--- src/rtl/smul_pkg.sv ---
package smul_pkg;

  typedef enum logic {
    MODE_UNSIGNED = 1'b0,
    MODE_SIGNED   = 1'b1
  } mul_mode_e;

  typedef enum logic [1:0] {
    OP_PASS = 2'd0,
    OP_ADD  = 2'd1,
    OP_SUB  = 2'd2
  } step_op_e;

endpackage

--- src/rtl/smul_ctrl.sv ---
module smul_ctrl #(
  parameter int WIDTH = 8
) (
  input  logic clk,
  input  logic rst_n,
  input  logic start,
  output logic accept,
  output logic step_en,
  output logic step_last,
  output logic busy,
  output logic done
);
  localparam int CW = (WIDTH > 2) ? $clog2(WIDTH) : 1;
  localparam logic [CW-1:0] LAST_IDX = CW'(WIDTH - 1);

  logic [CW-1:0] step_cnt;

  assign accept    = start && !busy;
  assign step_en   = busy;
  assign step_last = busy && (step_cnt == LAST_IDX);

  always_ff @(posedge clk or negedge rst_n) begin
    if (!rst_n) begin
      busy     <= 1'b0;
      done     <= 1'b0;
      step_cnt <= '0;
    end else begin
      done <= step_last;
      if (accept) begin
        busy     <= 1'b1;
        step_cnt <= '0;
      end else if (step_last) begin
        busy     <= 1'b0;
        step_cnt <= '0;
      end else if (busy) begin
        step_cnt <= step_cnt + 1'b1;
      end
    end
  end

endmodule

--- src/rtl/smul_addsub.sv ---
module smul_addsub
  import smul_pkg::*;
#(
  parameter int WIDTH = 8
) (
  input  logic [WIDTH-1:0] acc,
  input  logic [WIDTH-1:0] operand,
  input  step_op_e         op,
  input  mul_mode_e        mode,
  output logic [WIDTH:0]   result
);
  logic [WIDTH:0] acc_x;
  logic [WIDTH:0] opd_x;

  always_comb begin
    if (mode == MODE_SIGNED) begin
      acc_x = {acc[WIDTH-1], acc};
      opd_x = {operand[WIDTH-1], operand};
    end else begin
      acc_x = {1'b0, acc};
      opd_x = {1'b0, operand};
    end
    unique case (op)
      OP_ADD:  result = acc_x + opd_x;
      OP_SUB:  result = acc_x - opd_x;
      default: result = acc_x;
    endcase
  end

endmodule

--- src/rtl/smul_datapath.sv ---
module smul_datapath
  import smul_pkg::*;
#(
  parameter int WIDTH = 8
) (
  input  logic               clk,
  input  logic               rst_n,
  input  logic               accept,
  input  logic               step_en,
  input  logic               step_last,
  input  logic               signed_mode,
  input  logic [WIDTH-1:0]   multiplicand,
  input  logic [WIDTH-1:0]   multiplier,
  output logic [2*WIDTH-1:0] product
);
  logic [WIDTH-1:0] mcand_q;
  logic [WIDTH-1:0] acc_q;
  logic [WIDTH-1:0] mplr_q;
  mul_mode_e        mode_q;
  step_op_e         op;
  logic [WIDTH:0]   sum;

  always_comb begin
    if (!mplr_q[0])
      op = OP_PASS;
    else if (step_last && mode_q == MODE_SIGNED)
      op = OP_SUB;
    else
      op = OP_ADD;
  end

  smul_addsub #(.WIDTH(WIDTH)) u_addsub (
    .acc     (acc_q),
    .operand (mcand_q),
    .op      (op),
    .mode    (mode_q),
    .result  (sum)
  );

  always_ff @(posedge clk or negedge rst_n) begin
    if (!rst_n) begin
      mcand_q <= '0;
      acc_q   <= '0;
      mplr_q  <= '0;
      mode_q  <= MODE_UNSIGNED;
    end else if (accept) begin
      mcand_q <= multiplicand;
      acc_q   <= '0;
      mplr_q  <= multiplier;
      mode_q  <= signed_mode ? MODE_SIGNED : MODE_UNSIGNED;
    end else if (step_en) begin
      acc_q  <= sum[WIDTH:1];
      mplr_q <= {sum[0], mplr_q[WIDTH-1:1]};
    end
  end

  assign product = {acc_q, mplr_q};

endmodule

--- src/rtl/smul_shift_add.sv ---
module smul_shift_add #(
  parameter int WIDTH = 8
) (
  input  logic               clk,
  input  logic               rst_n,
  input  logic               start,
  input  logic               signed_mode,
  input  logic [WIDTH-1:0]   multiplicand,
  input  logic [WIDTH-1:0]   multiplier,
  output logic               busy,
  output logic               done,
  output logic [2*WIDTH-1:0] product
);
  logic accept;
  logic step_en;
  logic step_last;

  smul_ctrl #(.WIDTH(WIDTH)) u_ctrl (
    .clk       (clk),
    .rst_n     (rst_n),
    .start     (start),
    .accept    (accept),
    .step_en   (step_en),
    .step_last (step_last),
    .busy      (busy),
    .done      (done)
  );

  smul_datapath #(.WIDTH(WIDTH)) u_dp (
    .clk          (clk),
    .rst_n        (rst_n),
    .accept       (accept),
    .step_en      (step_en),
    .step_last    (step_last),
    .signed_mode  (signed_mode),
    .multiplicand (multiplicand),
    .multiplier   (multiplier),
    .product      (product)
  );

endmodule

--- config.mk ---
export PLATFORM = sky130hd
export DESIGN_NAME = smul_shift_add
export DESIGN_NICKNAME = d
export VERILOG_FILES = /design/src/rtl/smul_pkg.sv /design/src/rtl/smul_ctrl.sv /design/src/rtl/smul_addsub.sv /design/src/rtl/smul_datapath.sv /design/src/rtl/smul_shift_add.sv
export SDC_FILE = /design/constraint.sdc
export NUM_CORES = 1
export LEC_CHECK = 0
export BUFFER_PORTS_ARGS = -buffer_cell sky130_fd_sc_hd__buf_2
export CELL_PAD_IN_SITES_DETAIL_PLACEMENT = 0
export CELL_PAD_IN_SITES_GLOBAL_PLACEMENT = 1
export CORE_MARGIN = 3
export CORE_UTILIZATION = 39
export CTS_BUF_LIST = sky130_fd_sc_hd__clkbuf_4 sky130_fd_sc_hd__clkbuf_8
export CTS_CLUSTER_DIAMETER = 200
export CTS_CLUSTER_SIZE = 25
export DETAILED_ROUTE_END_ITERATION = 8
export MAX_ROUTING_LAYER = met4
export PLACE_DENSITY_LB_ADDON = 0.1
export SYNTH_ARGS = -nofsm -noshare
export SYNTH_HDL_FRONTEND = slang
export SYNTH_SLANG_ARGS = --single-unit
export TNS_END_PERCENT = 5
--- constraint.sdc ---
create_clock -name clk -period 3 [get_ports clk]
set_clock_uncertainty 0.2 [all_clocks]
set_input_delay 0.15 -clock clk [delete_from_list [all_inputs] [get_ports clk]]
set_output_delay 0.15 -clock clk [all_outputs]
set_load 0.01 [all_outputs]
==> results.tsv, run 1 <==
metric	value	unit
crit-path max cell delay	0.39	ns
Via-to-Cell Ratio	5.31	
H-tree depth	2	
VDD IR-drop max	686	uV
terminus of the critical flop-to-flop path	u_dp.acc_q[7]$_DFFE_PN0P_	
critical path depth	12	
Nets	283	
num ports	38	
Post-Synthesis Cells	188	
clock transition at the registers of the reported paths	0.06	ns
leakage power	1.14	nW
Area Overhead vs Synth	32.5	%
synthesized cell area	1820	sq um
critical path class	register to register	
ant diodes	0	
max_cap viols	0	
cell row count	24	
ys async rst share	100	%
number of remaining DRC errors	0	
Cell Pwr Density	1310	nW/um^2
Hold Path Depth	2	
deepest clock path buffer count	2	
Layout Cells excl Fill	304	
cts bufs inserted	5	
Sink Count	30	
starting density of the core	41.2	%
Sum Neg Setup Slack	0	ns
GP Congestion	0.850	
drt first pass iters	4	
total core area	4410	sq um
RSZ-0062 raised after global routing	yes	
Port Buf Inserts	37	
Die W	74.3	um
Max Clock Freq	0.347	GHz
hpwl dp	3230	um
Seq/Total Area, Yosys	41.3	%
Filler Cells Inserted	397	
EDFF count, synth	0	
CP Capture Type	register	
Tightest Pin Transition	0.701	ns
outcome	finished clean	
Unique masters post-synth	41	
# placed instances	275	
Setup violations, final	0	
DRT Wirelength	4520	um
final period utilization	96.1	%
share of layout cells above drive strength 1	30.2	%
leading area contributor after synthesis	dfrtp_1	
total gr overflow	0	
crit path DAT	2.84	ns
reg-to-reg slack, setup	0.12	ns
synth top area cells	dfrtp_1, ha_1, mux2_2	
Post-Syn Nets	220	
Avg Cell Area, Syn	9.67	sq um
R2R cell count	12	
Avg WL per Cell	14.9	um
largest net degree at the start of global routing	37	
Die Y	74.3	um
hold_sp	start	
worst-path cell chain	ha_2 > ha_4 > and4_4 > a31oi_1 > xnor2_1 > ha_1 > nand4_1 > a21oi_1 > and3b_1 > xnor2_2 > mux2i_1 > nand3_1	
ys flop type	dfrtp_1	
CP Max Fanout	6	
CTS tree	done	
Final Slew Violations	0	
worst r2r src	u_ctrl.step_cnt[1]$_DFFE_PN0P_	
critical path required time	2.96	ns
worst-skew pair later-pin latency	0.28	ns
CTS Root Cell	clkbuf_8	
Tmin final	2.88	ns
remaining antenna violation count after routing	0	
wire length of the first global-routing pass	7490	um
routed vias	1614	
All-Layer GR Usage	18.4	%
top-area cell type share of the netlist area	41.3	%
Worst Setup Start Kind	register	
class of the worst hold path	primary input to register	
Yosys reg bits	30	
final hold vios	0	
number of global-route vias before repair	1586	
sum of buffers and inverters on the critical path	0	
CP delay by family, top	adder cells	
synth warn	0	
Slowest-stage cell, CP	dfrtp_1	
DIE AREA	5520	sq um
Max transition margin	53.3	%
hold endpoint	u_dp.acc_q[3]$_DFFE_PN0P_	
initial antenna violation count	0	
initial DRC count	82	
[cell families after synthesis]
| logic type | share of synthesized area [%] |
|---|---|
| AOI/OAI and AO/OA | 15.1 |
| xor gates and xnor gates | 4.82 |
| adders and majority gates | 8.67 |
| buffers and inverters | 3.51 |
| DFF | 41.3 |
| muxes | 10.5 |
| and+or+nand+nor | 16.0 |
[metrics by stage]
stage | instance area [sq um] | util [%] | hold slack, ns | power (mW) | setup WS [ns]
final | 2410 | 54.6 | 0.107 | 3.16 | 0.118
after global routing | 2410 | 54.6 | 0.110 | 3.46 | -0.0691
after global placement | 2070 | 46.9 | 0.0213 | 2.63 | 0.108
after detailed placement | 2070 | 46.9 | 0.0442 | 2.69 | -0.0235
after CTS | 2350 | 53.3 | 0.101 | 3.08 | 0.00370
after floorplan | 1820 | - | -0.346 | 2.16 | 0.178
[worst max-delay path by stage]
stage	from	endpoint	slack (ns)
after floorplan	u_ctrl.step_cnt[0]$_DFFE_PN0P_	u_dp.acc_q[6]$_DFFE_PN0P_	0.18
after global placement	u_ctrl.step_cnt[0]$_DFFE_PN0P_	u_dp.acc_q[6]$_DFFE_PN0P_	0.11
after detailed placement	u_ctrl.step_cnt[0]$_DFFE_PN0P_	u_dp.acc_q[6]$_DFFE_PN0P_	-0.02
after CTS	u_ctrl.step_cnt[0]$_DFFE_PN0P_	u_dp.acc_q[7]$_DFFE_PN0P_	0.004
after global routing	u_ctrl.step_cnt[0]$_DFFE_PN0P_	u_dp.acc_q[6]$_DFFE_PN0P_	-0.07
final	u_ctrl.step_cnt[1]$_DFFE_PN0P_	u_dp.acc_q[7]$_DFFE_PN0P_	0.12
[layer usage]
layer | wire length (um) | part of all wire, % | GRT usage, %
met2 | 2170 | 48 | 28.2
met3 | 200 | 4.4 | 3.65
met1 | 2080 | 46 | 24.4
met5 | 0 | 0 | -
met4 | 63 | 1.4 | 5.93
[state kept, by name, summed over array words and instances (netlist names)]
signal / count
u_dp.mode_q: 1
u_ctrl.busy: 1
u_ctrl.step_cnt: 3
u_ctrl.done: 1
u_dp.acc_q: 8
u_dp.mcand_q: 8
u_dp.mplr_q: 8
[cell type report]
type	instances	area, sq um	share of cell area [%]
Clock buffer	7	90.1	3.74
Clock inverter	1	5.00	0.208
Inverter	6	22.5	0.935
Multi-Input combinational cell	144	1040	43.3
Sequential cell	30	751	31.2
Tap cell	52	65.1	2.70
Timing Repair Buffer	64	433	18.0
[cell usage in the layout (no fill, tap or decap), types with 3 or more instances in the layout]
master,netlist,routed
buf_2,3,37
ha_1,11,9
clkbuf_8,0,6
a21oi_2,1,4
nand3_1,6,6
a21oi_1,10,7
inv_1,5,5
xnor2_1,8,7
dfrtp_1,30,30
nand4_1,3,3
o21ai_0,13,13
a31oi_1,5,5
nor2b_1,5,5
mux2i_1,9,9
buf_4,0,9
nor2_1,13,11
nand2_1,21,21
nand2b_1,3,3
mux2_2,9,9
dlygate4sd3_1,0,18
[synth_stat cells, drive strengths merged, types with 2 or more instances]
| library cell | count |
|---|---|
| dfrtp | 30 |
| nand2 | 21 |
| o21ai | 16 |
| nor2 | 13 |
| a21oi | 11 |
| ha | 11 |
| mux2 | 9 |
| mux2i | 9 |
| xnor2 | 8 |
| inv | 6 |
| nand3 | 6 |
| a31oi | 5 |
| buf | 5 |
| nor2b | 5 |
| clkbuf | 3 |
| nand2b | 3 |
| nand4 | 3 |
| a21o | 2 |
| a22oi | 2 |
| nor3 | 2 |
| o31ai | 2 |
| or3 | 2 |
| xor2 | 2 |
[timing repair]
item | in CTS | in global routing
resized for setup | 1 | 8
buffers inserted | 0 | 3
endpoints found under the hold margin | 47 | 0
hold buffers | 18 | 0
setup endpoints to repair | 1 | 6
pin swaps | 1 | 5
[power breakdown]
| part | internal [mW] | switching (mW) |
|---|---|---|
| sequential | 0.620 | 0.209 |
| clock | 0.194 | 0.153 |
| combinational | 0.958 | 1.03 |
(Power assumes the default switching activity.)
==> inputs of run 2 (changes only) <==
--- a/config.mk
+++ b/config.mk
@@ -11,11 +11,10 @@
 export CORE_MARGIN = 3
 export CORE_UTILIZATION = 39
 export CTS_BUF_LIST = sky130_fd_sc_hd__clkbuf_4 sky130_fd_sc_hd__clkbuf_8
-export CTS_CLUSTER_DIAMETER = 200
 export CTS_CLUSTER_SIZE = 25
 export DETAILED_ROUTE_END_ITERATION = 8
 export MAX_ROUTING_LAYER = met4
-export PLACE_DENSITY_LB_ADDON = 0.1
+export PLACE_DENSITY = 0.76
 export SYNTH_ARGS = -nofsm -noshare
 export SYNTH_HDL_FRONTEND = slang
 export SYNTH_SLANG_ARGS = --single-unit
==> run 2 against run 1 <==
Against the previous run:
- worst setup slack improved by 0.0030 ns
- via count decreased by 1.5%
- power increased by 3.3%
- fmax increased by 0.10%
- sequential share of layout area decreased by 0.68 points
- critical endpoint is now u_dp.acc_q[6]$_DFFE_PN0P_
- worst hold slack got worse by 0.030 ns
- largest power group unchanged
- utilization increased by 1.2 points
- critical path type unchanged
- sequential power increased by 1%
==> results.tsv, run 2 (synthesis gave the netlist of run 1 again) <==
metric	value	unit	change
Via-to-Cell Ratio	5.23		was 5.31
Nets	284		was 283
number of global-route vias before repair	1549		was 1586
routed vias	1590		was 1614
most frequent cells in the layout	buf_2, dfrtp_1, nand2_1		unchanged
number of remaining DRC errors	0		unchanged
hold endpoint	u_dp.acc_q[3]$_DFFE_PN0P_		unchanged
clock power share	12.8	%	was 11.0%
Die Y	74.3	um	unchanged
starting density of the core	41.2	%	unchanged
Worst Setup Start Kind	register		unchanged
reg-to-reg slack, setup	0.12	ns	about the same
ant diodes	0		unchanged
leading cell type in the layout, fill and taps excluded	buf_2		unchanged
max_cap viols	0		unchanged
H-tree depth	2		unchanged
Area Overhead vs Synth	35.4	%	was 32.5%
Port Buf Inserts	37		unchanged
Max Clock Freq	0.347	GHz	about the same
Area after DPL	2070	sq um	unchanged
Tightest Pin Transition	0.708	ns	was 0.701 ns
RSZ-0062 raised after global routing	yes		unchanged
total core area	4410	sq um	unchanged
share of layout cells above drive strength 1	32.9	%	was 30.2%
largest net degree at the start of global routing	31		was 37
Regs by FF count	u_dp.acc_q: 8 flops, u_dp.mcand_q: 8 flops, u_dp.mplr_q: 8 flops		unchanged
Int Power	1.89	mW	was 1.77 mW
GP Congestion	0.811		was 0.850
top routing layer used	met4		unchanged
CP Capture Type	register		unchanged
Metal-1 WL	1900	um	was 2080 um
wire length of the first global-routing pass	7160	um	was 7490 um
design area	2460	sq um	was 2410 sq um
CP Max Fanout	4		was 6
initial DRC count	44		was 82
outcome	finished clean		unchanged
VDD IR-drop max	573	uV	was 686 uV
critical path required time	3.02	ns	was 2.96 ns
hold_sp	start		unchanged
leakage power	1.16	nW	was 1.14 nW
cell row count	24		unchanged
num ports	38		unchanged
DIE AREA	5520	sq um	unchanged
critical path class	register to register		unchanged
Die W	74.3	um	unchanged
drt first pass iters	4		unchanged
cts bufs inserted	5		unchanged
Max transition margin	52.6	%	was 53.3%
class of the worst hold path	primary input to register		unchanged
met3 wire len	136	um	was 200 um
Switching Fraction	42.1	%	was 43.9%
worst-skew pair later-pin latency	0.28	ns	about the same
P_sw	1.37	mW	was 1.39 mW
total power	3.26	mW	was 3.16 mW
deepest clock path buffer count	2		unchanged
initial antenna violation count	0		unchanged
terminus of the critical flop-to-flop path	u_dp.acc_q[6]$_DFFE_PN0P_		was u_dp.acc_q[7]$_DFFE_PN0P_
Gate power share	61.5	%	was 62.8%
Cell Pwr Density	1330	nW/um^2	was 1310 nW/um^2
Reg power frac	25.8	%	was 26.2%
Sink Count	30		unchanged
total gr overflow	0		unchanged
CTS Root Cell	clkbuf_8		unchanged
Avg WL per Cell	14.2	um	was 14.9 um
All-Layer GR Usage	17.6	%	was 18.4%
pre-CTS WS	0.0728	ns	was -0.0235 ns
R2R cell count	12		unchanged
crit path DAT	2.90	ns	was 2.84 ns
Tmin final	2.88	ns	about the same
CTS tree	done		unchanged
Final Worst Setup Slack	0.121	ns	was 0.118 ns
DRT Wirelength	4320	um	was 4520 um
Final Slew Violations	0		unchanged
met2 WL	2220	um	was 2170 um
final period utilization	96.0	%	was 96.1%
final hold vios	0		unchanged
Setup violations, final	0		unchanged
clock transition at the registers of the reported paths	0.07	ns	was 0.06 ns
hold_ws	0.0777	ns	was 0.107 ns
Hold Path Depth	2		unchanged
hpwl dp	2920	um	was 3230 um
remaining antenna violation count after routing	0		unchanged
worst r2r src	u_ctrl.step_cnt[0]$_DFFE_PN0P_		was u_ctrl.step_cnt[1]$_DFFE_PN0P_
fin util	55.8	%	was 54.6%
-- run 2: critical path, cell delays in order, from the launching register on --
cell     delay, ns
dfrtp_1       0.37
ha_2          0.20
ha_4          0.15
nand4_1       0.21
nor2_2        0.19
a21oi_2       0.05
ha_1          0.26
nor2b_1       0.12
o21a_1        0.18
o21ai_2       0.20
a21oi_2       0.08
or4b_4        0.51
nand3_2       0.08
-- run 2: worst max path at each step --
stage          cells past startpoint                           start                        end  slack (ns)
6_report                          12  u_ctrl.step_cnt[0]$_DFFE_PN0P_  u_dp.acc_q[6]$_DFFE_PN0P_        0.12
5_1_grt                           12  u_ctrl.step_cnt[0]$_DFFE_PN0P_  u_dp.acc_q[6]$_DFFE_PN0P_       -0.05
3_3_place_gp                      12  u_ctrl.step_cnt[0]$_DFFE_PN0P_  u_dp.acc_q[6]$_DFFE_PN0P_        0.08
2_1_floorplan                     13  u_ctrl.step_cnt[0]$_DFFE_PN0P_  u_dp.acc_q[6]$_DFFE_PN0P_        0.18
4_1_cts                           12  u_ctrl.step_cnt[0]$_DFFE_PN0P_  u_dp.acc_q[6]$_DFFE_PN0P_        0.02
3_5_place_dp                      12  u_ctrl.step_cnt[0]$_DFFE_PN0P_  u_dp.acc_q[6]$_DFFE_PN0P_        0.07
-- run 2: per-stage QoR --
stage | std cells | setup TNS (ns)
after floorplan | 188 | 0
after global placement | 275 | 0
after detailed placement | 275 | 0
after CTS | 300 | 0
after global routing | 304 | -0.0904
final | 304 | 0
-- run 2: layout make-up --
cell class	instances	area, sq um
sequential	30	751
inverter	6	22.5
timing repair buffer	65	440
clock buffer	6	82.6
fill	413	1950
multi-input combinational	144	1070
clock inverter	1	30.0
tap	52	65.1
-- run 2: power groups by stage --
stage / combinational [mW] / clock (mW) / sequential [mW]
finish: 2.01 / 0.416 / 0.841
global route: 2.26 / 0.444 / 0.877
CTS: 1.84 / 0.429 / 0.835
detailed placement: 1.81 / 0 / 0.839
global placement: 1.81 / 0 / 0.837
floorplan: 1.32 / 0 / 0.845
-- run 2: timing repair --
| item | in CTS | in global routing |
|---|---|---|
| setup endpoints to repair | 0 | 4 |
| hold buffers | 18 | 0 |
| hold endpoints to repair | 47 | 0 |
| resized for setup | 0 | 16 |
| buffers inserted | 0 | 4 |
-- run 2: per-layer routing --
| metal | global-route usage (%) | vias to the layer above |
|---|---|---|
| li1 | - | 793 |
| met1 | 21.5 | 766 |
| met2 | 28.3 | 24 |
| met3 | 3.78 | 7 |
| met5 | - | - |
| met4 | 6.92 | 0 |
